$ cat src/rtl/spi_gap_pkg.sv
package spi_gap_pkg;

  localparam int BYTE_W = 8;
  localparam int BIT_W  = $clog2(BYTE_W);

  typedef enum logic [2:0] {
    ST_IDLE,
    ST_FETCH,
    ST_SHIFT,
    ST_GAP,
    ST_TAIL
  } ctrlState_t;

  typedef struct packed {
    logic loadByte;
    logic csAssert;
    logic riseSck;
    logic lastBit;
    logic fallSck;
    logic csRelease;
  } strobes_t;

endpackage

$ cat src/rtl/spi_gap_calc.sv
module spi_gap_calc #(
  parameter int DIV_W   = 8,
  parameter int SPACE_W = 16
) (
  input  logic [DIV_W-1:0]   clkDiv,
  input  logic [SPACE_W-1:0] minSpacing,
  output logic [SPACE_W-1:0] gapCycles
);
  import spi_gap_pkg::*;

  localparam int SHIFT_LOG = $clog2(2 * BYTE_W);
  localparam int TIME_W    = DIV_W + 1 + SHIFT_LOG;
  localparam int CMP_W     = (TIME_W > SPACE_W) ? TIME_W : SPACE_W;

  logic [DIV_W:0]     halfLen;
  logic [CMP_W-1:0]   byteTime;
  logic [CMP_W-1:0]   spacingWide;
  logic [CMP_W-1:0]   diff;

  always_comb begin
    halfLen     = {1'b0, clkDiv} + (DIV_W+1)'(1);
    byteTime    = CMP_W'(halfLen) << SHIFT_LOG;
    spacingWide = CMP_W'(minSpacing);
    diff        = (spacingWide > byteTime) ? (spacingWide - byteTime) : '0;
    gapCycles   = SPACE_W'(diff);
  end

endmodule

$ cat src/rtl/spi_gap_ctrl.sv
module spi_gap_ctrl #(
  parameter int DIV_W   = 8,
  parameter int CNT_W   = 8,
  parameter int SPACE_W = 16
) (
  input  logic                      clk,
  input  logic                      rstN,
  input  logic                      start,
  input  logic [CNT_W-1:0]          byteCount,
  input  logic [DIV_W-1:0]          clkDiv,
  input  logic [SPACE_W-1:0]        gapIn,
  input  logic                      txValid,
  output logic                      txReady,
  output logic                      busy,
  output logic                      done,
  output spi_gap_pkg::strobes_t     stb
);
  import spi_gap_pkg::*;

  localparam logic [BIT_W-1:0] LAST_BIT = BIT_W'(BYTE_W - 1);

  ctrlState_t         state;
  logic [DIV_W-1:0]   halfLen;
  logic [DIV_W-1:0]   halfCnt;
  logic [SPACE_W-1:0] gapLen;
  logic [SPACE_W-1:0] gapCnt;
  logic [CNT_W-1:0]   bytesLeft;
  logic [BIT_W-1:0]   bitCnt;
  logic               phaseHigh;
  logic               doneReg;

  assign txReady = (state == ST_FETCH);
  assign busy    = (state != ST_IDLE);
  assign done    = doneReg;

  always_comb begin
    stb = '0;
    if (state == ST_FETCH && txValid) begin
      stb.loadByte = 1'b1;
      stb.csAssert = 1'b1;
    end
    if (state == ST_SHIFT && halfCnt == '0) begin
      if (!phaseHigh) begin
        stb.riseSck = 1'b1;
        stb.lastBit = (bitCnt == LAST_BIT);
      end else begin
        stb.fallSck = 1'b1;
      end
    end
    if (state == ST_TAIL && halfCnt == '0) begin
      stb.csRelease = 1'b1;
    end
  end

  always_ff @(posedge clk or negedge rstN) begin
    if (!rstN) begin
      state     <= ST_IDLE;
      halfLen   <= '0;
      halfCnt   <= '0;
      gapLen    <= '0;
      gapCnt    <= '0;
      bytesLeft <= '0;
      bitCnt    <= '0;
      phaseHigh <= 1'b0;
      doneReg   <= 1'b0;
    end else begin
      doneReg <= 1'b0;
      unique case (state)
        ST_IDLE: begin
          if (start) begin
            if (byteCount == '0) begin
              doneReg <= 1'b1;
            end else begin
              bytesLeft <= byteCount;
              halfLen   <= clkDiv;
              gapLen    <= gapIn;
              state     <= ST_FETCH;
            end
          end
        end
        ST_FETCH: begin
          if (txValid) begin
            halfCnt   <= halfLen;
            bitCnt    <= '0;
            phaseHigh <= 1'b0;
            state     <= ST_SHIFT;
          end
        end
        ST_SHIFT: begin
          if (halfCnt != '0) begin
            halfCnt <= halfCnt - DIV_W'(1);
          end else begin
            halfCnt   <= halfLen;
            phaseHigh <= !phaseHigh;
            if (phaseHigh) begin
              if (bitCnt == LAST_BIT) begin
                bytesLeft <= bytesLeft - CNT_W'(1);
                if (bytesLeft == CNT_W'(1)) begin
                  state <= ST_TAIL;
                end else if (gapLen == '0) begin
                  state <= ST_FETCH;
                end else begin
                  gapCnt <= gapLen - SPACE_W'(1);
                  state  <= ST_GAP;
                end
              end else begin
                bitCnt <= bitCnt + BIT_W'(1);
              end
            end
          end
        end
        ST_GAP: begin
          if (gapCnt == '0) begin
            state <= ST_FETCH;
          end else begin
            gapCnt <= gapCnt - SPACE_W'(1);
          end
        end
        ST_TAIL: begin
          if (halfCnt == '0) begin
            doneReg <= 1'b1;
            state   <= ST_IDLE;
          end else begin
            halfCnt <= halfCnt - DIV_W'(1);
          end
        end
        default: state <= ST_IDLE;
      endcase
    end
  end

endmodule

$ cat src/rtl/spi_gap_datapath.sv
module spi_gap_datapath (
  input  logic                              clk,
  input  logic                              rstN,
  input  spi_gap_pkg::strobes_t             stb,
  input  logic [spi_gap_pkg::BYTE_W-1:0]    txData,
  input  logic                              miso,
  output logic                              sck,
  output logic                              csN,
  output logic                              mosi,
  output logic [spi_gap_pkg::BYTE_W-1:0]    rxData,
  output logic                              rxValid
);
  import spi_gap_pkg::*;

  logic [BYTE_W-1:0] txShift;
  logic [BYTE_W-1:0] rxShift;
  logic [BYTE_W-1:0] rxNext;

  assign mosi   = txShift[BYTE_W-1];
  assign rxNext = {rxShift[BYTE_W-2:0], miso};

  always_ff @(posedge clk or negedge rstN) begin
    if (!rstN) begin
      sck <= 1'b0;
      csN <= 1'b1;
    end else begin
      if (stb.riseSck)        sck <= 1'b1;
      else if (stb.fallSck)   sck <= 1'b0;
      if (stb.csAssert)       csN <= 1'b0;
      else if (stb.csRelease) csN <= 1'b1;
    end
  end

  always_ff @(posedge clk or negedge rstN) begin
    if (!rstN) begin
      txShift <= '0;
    end else if (stb.loadByte) begin
      txShift <= txData;
    end else if (stb.fallSck) begin
      txShift <= {txShift[BYTE_W-2:0], 1'b0};
    end
  end

  always_ff @(posedge clk or negedge rstN) begin
    if (!rstN) begin
      rxShift <= '0;
      rxData  <= '0;
      rxValid <= 1'b0;
    end else begin
      rxValid <= stb.riseSck && stb.lastBit;
      if (stb.riseSck) begin
        rxShift <= rxNext;
        if (stb.lastBit) rxData <= rxNext;
      end
    end
  end

endmodule

$ cat src/rtl/spi_gap_master.sv
module spi_gap_master #(
  parameter int DIV_W   = 8,
  parameter int CNT_W   = 8,
  parameter int SPACE_W = 16
) (
  input  logic               clk,
  input  logic               rstN,
  input  logic               start,
  input  logic [CNT_W-1:0]   byteCount,
  input  logic [DIV_W-1:0]   clkDiv,
  input  logic [SPACE_W-1:0] minSpacing,
  input  logic [7:0]         txData,
  input  logic               txValid,
  output logic               txReady,
  output logic [7:0]         rxData,
  output logic               rxValid,
  output logic               busy,
  output logic               done,
  output logic               sck,
  output logic               csN,
  output logic               mosi,
  input  logic               miso
);
  import spi_gap_pkg::*;

  strobes_t           stb;
  logic [SPACE_W-1:0] gapCycles;

  spi_gap_calc #(
    .DIV_W   (DIV_W),
    .SPACE_W (SPACE_W)
  ) u_calc (
    .clkDiv     (clkDiv),
    .minSpacing (minSpacing),
    .gapCycles  (gapCycles)
  );

  spi_gap_ctrl #(
    .DIV_W   (DIV_W),
    .CNT_W   (CNT_W),
    .SPACE_W (SPACE_W)
  ) u_ctrl (
    .clk       (clk),
    .rstN      (rstN),
    .start     (start),
    .byteCount (byteCount),
    .clkDiv    (clkDiv),
    .gapIn     (gapCycles),
    .txValid   (txValid),
    .txReady   (txReady),
    .busy      (busy),
    .done      (done),
    .stb       (stb)
  );

  spi_gap_datapath u_dp (
    .clk     (clk),
    .rstN    (rstN),
    .stb     (stb),
    .txData  (txData),
    .miso    (miso),
    .sck     (sck),
    .csN     (csN),
    .mosi    (mosi),
    .rxData  (rxData),
    .rxValid (rxValid)
  );

endmodule

$ cat config.mk
export PLATFORM = sky130hd
export DESIGN_NAME = spi_gap_master
export DESIGN_NICKNAME = d
export VERILOG_FILES = /design/src/rtl/spi_gap_pkg.sv /design/src/rtl/spi_gap_calc.sv /design/src/rtl/spi_gap_ctrl.sv /design/src/rtl/spi_gap_datapath.sv /design/src/rtl/spi_gap_master.sv
export SDC_FILE = /design/constraint.sdc
export NUM_CORES = 1
export LEC_CHECK = 0
export BUFFER_PORTS_ARGS = -buffer_cell sky130_fd_sc_hd__buf_4
export CAP_MARGIN = 20
export CORE_MARGIN = 3
export CORE_UTILIZATION = 36
export CTS_CLUSTER_SIZE = 10
export DETAILED_ROUTE_END_ITERATION = 10
export PLACE_DENSITY_LB_ADDON = 0.05
export RECOVER_POWER = 25
export SYNTH_ARGS = -nofsm -noshare
export SYNTH_HDL_FRONTEND = slang
export SYNTH_SLANG_ARGS = --single-unit
$ cat constraint.sdc
create_clock -name clk -period 4.5 [get_ports clk]
set_clock_uncertainty 0.15 [all_clocks]
set_input_delay 0.45 -clock clk [delete_from_list [all_inputs] [get_ports clk]]
set_output_delay 0.45 -clock clk [all_outputs]
set_load 0.01 [all_outputs]
==> run metrics, run 1 <==
CP startpoint=u_ctrl.bytesLeft[3]; Mapped Area=between 0.005 and 0.006 sq mm; initial antenna violation count=0; chip width=about 130 um; post-cts gate resize count=0; status=complete, no violations; Max Transition Viols Final=0; Final #Nets=727; HP Class=in2async; Remaining DRCs=0; clock tree buffer depth=2; ys flop type=dfrtp_1; fraction of layout cells with a size suffix above 1=between 10% and 20%; crit path cell chain=or3_4 -> nor4_1 -> a311oi_1 -> o21ai_2 -> nor2_1 -> a221oi_1; Routed WL=between 10000 and 15000 um; CTS Buf Count=9; crit path kind=reg2reg; grt ovf=0; post-DR wirelength/cell=~16 um; total die area=around 0.017 sq mm; Final min period=approximately 3.4 ns; Reg-to-Reg Start=u_ctrl.bytesLeft[3]; Final Hold Fails=0; vias in the first global route=~4.7k; Core Util, Final=43.60%; worst-path fanout max=24; Largest delay share family, worst path=compound AO/OA/AOI/OAI gates; Buffers on Ports=59; Post-Synth Simple-Gate Area=a little over 20%; Finished Layout Cells=between 800 and 900; RSZ-0062 raised after global routing=no; Worst-Skew Late Latency=0.35 ns; Final Setup Violations=0; post-synthesis mux area share=6.138%; Row Count=44; Detail Route Antenna Nets=0; Power Dens Cells=roughly 350 mW/mm^2; synthesis-to-layout area growth=16.03%; TritonCTS clock tree=yes; Post-synth ARST share=100.0%; Seq/Total Area, Yosys=between 40% and 50%; Peak VDD IR=~190 uV; first-pass detailed-route iteration total=4; XOR/XNOR Fraction of Synth Area=between 2 and 2.5%; CP peak stage delay=roughly 0.8 ns; Slew @ Worst Pin=slightly below 1 ns; crit path DAT=3.44 ns; first-pass GRT wire length=23520 um; Setup Buffers After CTS=0; vias per cell=roughly 5.6; Sink Count=90; Placer Congestion=roughly 0.85; share of Yosys cell area claimed by the top area cell type=around 40%; startpoint types=flip-flop; Synth area leaders=dfrtp_1 (40%), a21oi_1 (4.8%), nand2_1 (4.2%), o21ai_0 (4.0%), ha_1 (3.8%); buffers plus inverters on the worst setup path=0; ant diodes=0; Pwr Total=between 2 and 2.5 mW; clock root buffer=clkbuf_16; # IOs=60; cts hold-fix bufs=0; syn avg cell area=between 9 and 10 sq um; pin count of the biggest net entering global routing=63; Initial Util=around 38%; fillcell total=~1.5k; synthesized-area fraction occupied by adder cells=4.182%; cells after synthesis=between 600 and 700; Max H-tree Level=3; Clock transition at path regs=0.07 ns; Starting DRT DRC Count=~340; slowest stage cell on the critical path=o21ai_2; critical path endpoint category=flip-flop; post-synthesis compound-gate area fraction=22.17%; largest family of logic cells by synthesized area=compound AO/OA/AOI/OAI gates; f_max=roughly 300 MHz; Max Cap Viol=0; post-synth top area cell=dfrtp_1; most common library cell in the layout ignoring fill and taps=dfrtp_1; Post-synth EDFFs=0; Critical Path RT=about 4.6 ns; Mapped Nets=between 600 and 700; placed insts=837; period utilization=about three quarters; HPWL after DPL=approximately 10000 um; via count=around 4.8k; core area=0.01481 sq mm; die height=between 100 and 150 um; leakage=around 2.8 nW; TNS Setup=0 ns; most frequent cells in the layout=dfrtp_1 (89), buf_4 (65), nand2_1 (63), a21oi_1 (53), o21ai_0 (45); count of cell types in the netlist=74; Rel. slew slack=a little over a third; Total GRT Usage=between 15 and 20%; Warnings, synthesis=0; synthesis-stage register bit count=90
registers in the layout, indices dropped and copies added (netlist names):
| signal | count |
|---|---|
| u_dp.sck | 1 |
| u_dp.rxShift | 7 |
| u_dp.rxValid | 1 |
| u_ctrl.halfCnt | 8 |
| u_ctrl.phaseHigh | 1 |
| u_dp.txShift | 8 |
| u_ctrl.halfLen | 8 |
| u_ctrl.gapCnt | 16 |
| u_ctrl.bytesLeft | 8 |
| u_ctrl.bitCnt | 3 |
| u_ctrl.state | 3 |
| u_dp.rxData | 8 |
| u_dp.csN | 1 |
| u_ctrl.gapLen | 16 |
| u_ctrl.done | 1 |
per-layer routing:
| metal | vias up | global-route usage [%] | part of all wire [%] |
|---|---|---|---|
| met4 | 0 | 3.751 | 0.90 |
| li1 | 2383 | - | - |
| met3 | 7 | 3.971 | 3.8 |
| met5 | - | 0 | 0 |
| met2 | 90 | 27.07 | 46 |
| met1 | 2297 | 24.61 | 49 |
path summary, 6_finish.rpt:
kind	to	slack [ns]	depth (start not counted)
max reg2reg	u_ctrl.gapCnt[13]	1.15	6
max	u_ctrl.gapCnt[13]	1.15	6
min	u_ctrl.gapCnt[15]	0.03	1
max in group asynchronous	u_dp.txShift[3]	3.27	2
min in group clk	u_dp.txShift[0]	0.16	3
min reg2reg	u_ctrl.halfLen[6]	0.33	2
cell usage after synthesis (3+ instances only):
master	instances
dfrtp_1	89
nand2_1	63
a21oi_1	53
o21ai_0	45
nor2_1	42
nor3_1	28
inv_1	25
clkbuf_1	17
ha_1	17
mux2_2	17
a22o_1	16
mux2i_1	15
nand3_1	14
or3_1	14
nand2b_1	13
nor4_1	11
xnor2_1	10
buf_2	9
a211oi_1	6
a31oi_1	6
o211ai_1	6
o22ai_1	6
o31ai_1	6
o21a_1	5
nand3b_1	4
nor2b_1	4
xor2_1	4
a21oi_2	3
a221oi_1	3
a2bb2oi_1	3
a41oi_1	3
nand4_1	3
nand4b_1	3
o21ai_1	3
power breakdown:
group | internal, mW | total (mW) | leakage (nW) | switching, mW
Sequential | 0.890 | 0.981 | 1.18 | 0.0912
Clock | 0.458 | 0.818 | 0.156 | 0.361
Combinational | 0.206 | 0.441 | 1.52 | 0.235
per-stage QoR:
stage	area (sq um)	setup WS [ns]	hold WS, ns
global placement	6137	1.172	0.3224
floorplan	5565	1.589	0.004409
detailed placement	6142	1.099	0.3228
CTS	6457	1.092	0.07512
finish	6457	1.149	0.02764
global route	6457	0.7967	0.1108
cells by family after synthesis:
group	after synthesis
muxes	32
DFF	90
AOI/OAI and AO/OA	188
adders and majority gates	18
xor gates and xnor gates	14
and+or+nand+nor	220
buffers and inverters	56
final cells by class:
class	count	area [sq um]	share of cell area [%]
Multi-Input combinational cell	472	3072	47.57
Sequential cell	90	2253	34.90
Timing Repair Buffer	66	493.0	7.634
Inverter	25	93.84	1.453
Clock buffer	10	239.0	3.701
Clock inverter	6	76.32	1.182
Tap cell	184	230.2	3.565
Power figures use the tool's default switching activity.
==> run 2, diff against run 1 <==
==> constraint.sdc (replaced) <==
create_clock -name clk -period 3.4 [get_ports clk]
set_clock_uncertainty 0.15 [all_clocks]
set_input_delay 0.34 -clock clk [delete_from_list [all_inputs] [get_ports clk]]
set_output_delay 0.34 -clock clk [all_outputs]
set_load 0.01 [all_outputs]
==> run 2 against run 1 <==
Net effect:
- the flow now finishes with violations (capacitance limit, slew limit)
- cell count grew 1.9%
- count of clock-buffer cells in the layout stayed put
- combinational power grew 35%
- via count grew 0.54%
- sequential power increased by 33%
- clock power is 18% higher
- flip-flop and latch count unchanged
- design area up 1.8%
- worst hold slack better by 0.015 ns
- wire length increased by 0.39%
- total power rose by 28%
- non-clock buffer count rose by 16
- largest cell class unchanged
==> run metrics, run 2 (synthesized netlist as in run 1, its figures left out) <==
status=finished with violations (was complete, no violations); failing checks=capacitance limit, slew limit; Initial Util=37.58% (unchanged); DP Worst Slack=0.3706 ns (was 1.099 ns); grt ovf=0 (unchanged); Slew @ Worst Pin=1.616 ns (was 0.9650 ns); Worst Hold Slack=0.04277 ns (was 0.02764 ns); core area=0.01481 sq mm (unchanged); Max Cap Viol=1 (was 0); CP peak stage delay=0.58 ns (was 0.81 ns); Sink Count=90 (unchanged); Placer Congestion=0.8130 (was 0.8525); Clock transition at path regs=0.07 ns (about the same); total die area=0.01699 sq mm (unchanged); Max Transition Viols Final=26 (was 0); Power Dens Cells=436.2 mW/mm^2 (was 347.0 mW/mm^2); ant diodes=0 (unchanged); buffers plus inverters on the worst setup path=1 (was 0); Detail Route Antenna Nets=0 (unchanged); Final Setup Violations=0 (unchanged); clock tree buffer depth=2 (unchanged); Peak VDD IR=268.5 uV (was 191.3 uV); fraction of layout cells with a size suffix above 1=19.27% (was 17.94%); f_max=355.7 MHz (was 298.4 MHz); Reg-to-Reg Start=u_ctrl.halfCnt[0] (was u_ctrl.bytesLeft[3]); post-DR wirelength/cell=16.17 um (was 16.41 um); Worst-Skew Late Latency=0.35 ns (about the same); leakage=2.919 nW (was 2.848 nW); most frequent cells in the layout=dfrtp_1 (89), buf_4 (77), nand2_1 (63), a21oi_1 (53), o21ai_0 (45) (was dfrtp_1 (89), buf_4 (65), nand2_1 (63), a21oi_1 (53), o21ai_0 (45)); post-cts gate resize count=0 (unchanged); final worst slack=0.5890 ns (was 1.149 ns); critical path endpoint category=flip-flop (unchanged); Starting DRT DRC Count=256 (was 343); clock root buffer=clkbuf_16 (unchanged); chip width=130.3 um (unchanged); synthesis-to-layout area growth=18.10% (was 16.03%); HP Class=in2reg (was in2async); worst-path fanout max=12 (was 24); CP startpoint=u_ctrl.halfCnt[0] (was u_ctrl.bytesLeft[3]); Total GRT Usage=17.36% (was 17.30%); final instance area=0.006573 sq mm (was 0.006457 sq mm); TNS Setup=0 ns (unchanged); Critical Path RT=3.49 ns (was 4.59 ns); via count=4803 (was 4777); HPWL after DPL=10440 um (was 10240 um); die height=130.3 um (unchanged); RSZ-0062 raised after global routing=no (unchanged); Buffers on Ports=59 (unchanged); Hold Path Origin=txData[0]; pin count of the biggest net entering global routing=79 (was 63); crit path DAT=2.90 ns (was 3.44 ns); Rel. slew slack=-7.755% (was 35.66%); Remaining DRCs=0 (unchanged); Largest delay share family, worst path=simple AND/OR/NAND/NOR gates (was compound AO/OA/AOI/OAI gates); Largest regs=u_ctrl.gapCnt: 16 flops, u_ctrl.gapLen: 16 flops (unchanged); crit path cell chain=inv_1 -> ha_1 -> or3b_2 -> nor2_4 -> a31oi_2 -> nor4_4 -> o21ai_1 -> a22o_1 (was or3_4 -> nor4_1 -> a311oi_1 -> o21ai_2 -> nor2_1 -> a221oi_1); crit path kind=reg2reg (unchanged); Routed WL=14050 um (was 14000 um); TritonCTS clock tree=yes (unchanged); placed insts=851 (was 837); Row Count=44 (unchanged); Max H-tree Level=3 (unchanged); Final Hold Fails=0 (unchanged); initial antenna violation count=0 (unchanged); most common library cell in the layout ignoring fill and taps=dfrtp_1 (unchanged); dpl cell area=0.006262 sq mm (was 0.006142 sq mm); vias per cell=5.527 (was 5.600); Final #Nets=743 (was 727); Setup Buffers After CTS=0 (unchanged); CTS Buf Count=9 (unchanged); period utilization=82.68% (was 74.48%); first-pass GRT wire length=23730 um (was 23520 um); Finished Layout Cells=869 (was 853); vias in the first global route=4744 (was 4685); Final min period=2.811 ns (was 3.351 ns); startpoint types=flip-flop (unchanged); first-pass detailed-route iteration total=5 (was 4); slowest stage cell on the critical path=nor4_4 (was o21ai_2); # IOs=60 (unchanged)
-- run 2: where the power goes --
group | total [mW] | internal (mW) | switching (mW)
logic | 0.596 | 0.285 | 0.311
clock network | 0.969 | 0.508 | 0.461
registers | 1.30 | 1.18 | 0.123
-- run 2: area by class of cell --
| cell class | instances | area, sq um |
|---|---|---|
| clock inverters | 6 | 51.30 |
| flip-flops and latches | 90 | 2253 |
| multi-input cells | 472 | 3072 |
| well taps | 184 | 230.2 |
| inverters | 25 | 93.84 |
| clock buffers | 10 | 229.0 |
| fillers | 1455 | 8237 |
| repair buffers | 82 | 643.1 |
-- run 2: timing repair --
action                                  in CTS  in global routing
endpoints found under the hold margin        0                 24
hold buffers                                 0                  1
endpoints found under the setup margin       0                  0
-- run 2: metal layers --
metal	vias up	part of all wire (%)	global-route usage (%)
met3	6	3.9	3.889
met5	-	0	0
li1	2406	-	-
met1	2303	49	24.57
met2	88	47	27.52
met4	0	0.76	3.448
-- run 2: final timing paths --
check,to,slack (ns),depth (start not counted)
max in group asynchronous,u_dp.rxData[5],1.18,4
min reg2reg,u_ctrl.halfLen[3],0.34,2
max reg2reg,u_ctrl.bytesLeft[2],0.59,8
min in group asynchronous,u_ctrl.gapCnt[9],0.79,2
min,u_dp.txShift[0],0.04,3
max,u_ctrl.bytesLeft[2],0.59,8
-- run 2: tightest hold or removal path: stages --
cell and delay (ns):
buf_4 0.08, nand2_1 0.04, nand2_1 0.05
-- run 2: per-stage QoR --
step                total power [mW]  util [%]
floorplan                      1.700         -
detailed placement             1.915     42.29
global route                   3.047     44.38
CTS                            2.899     44.18
finish                         2.867     44.38
global placement               1.905     42.29
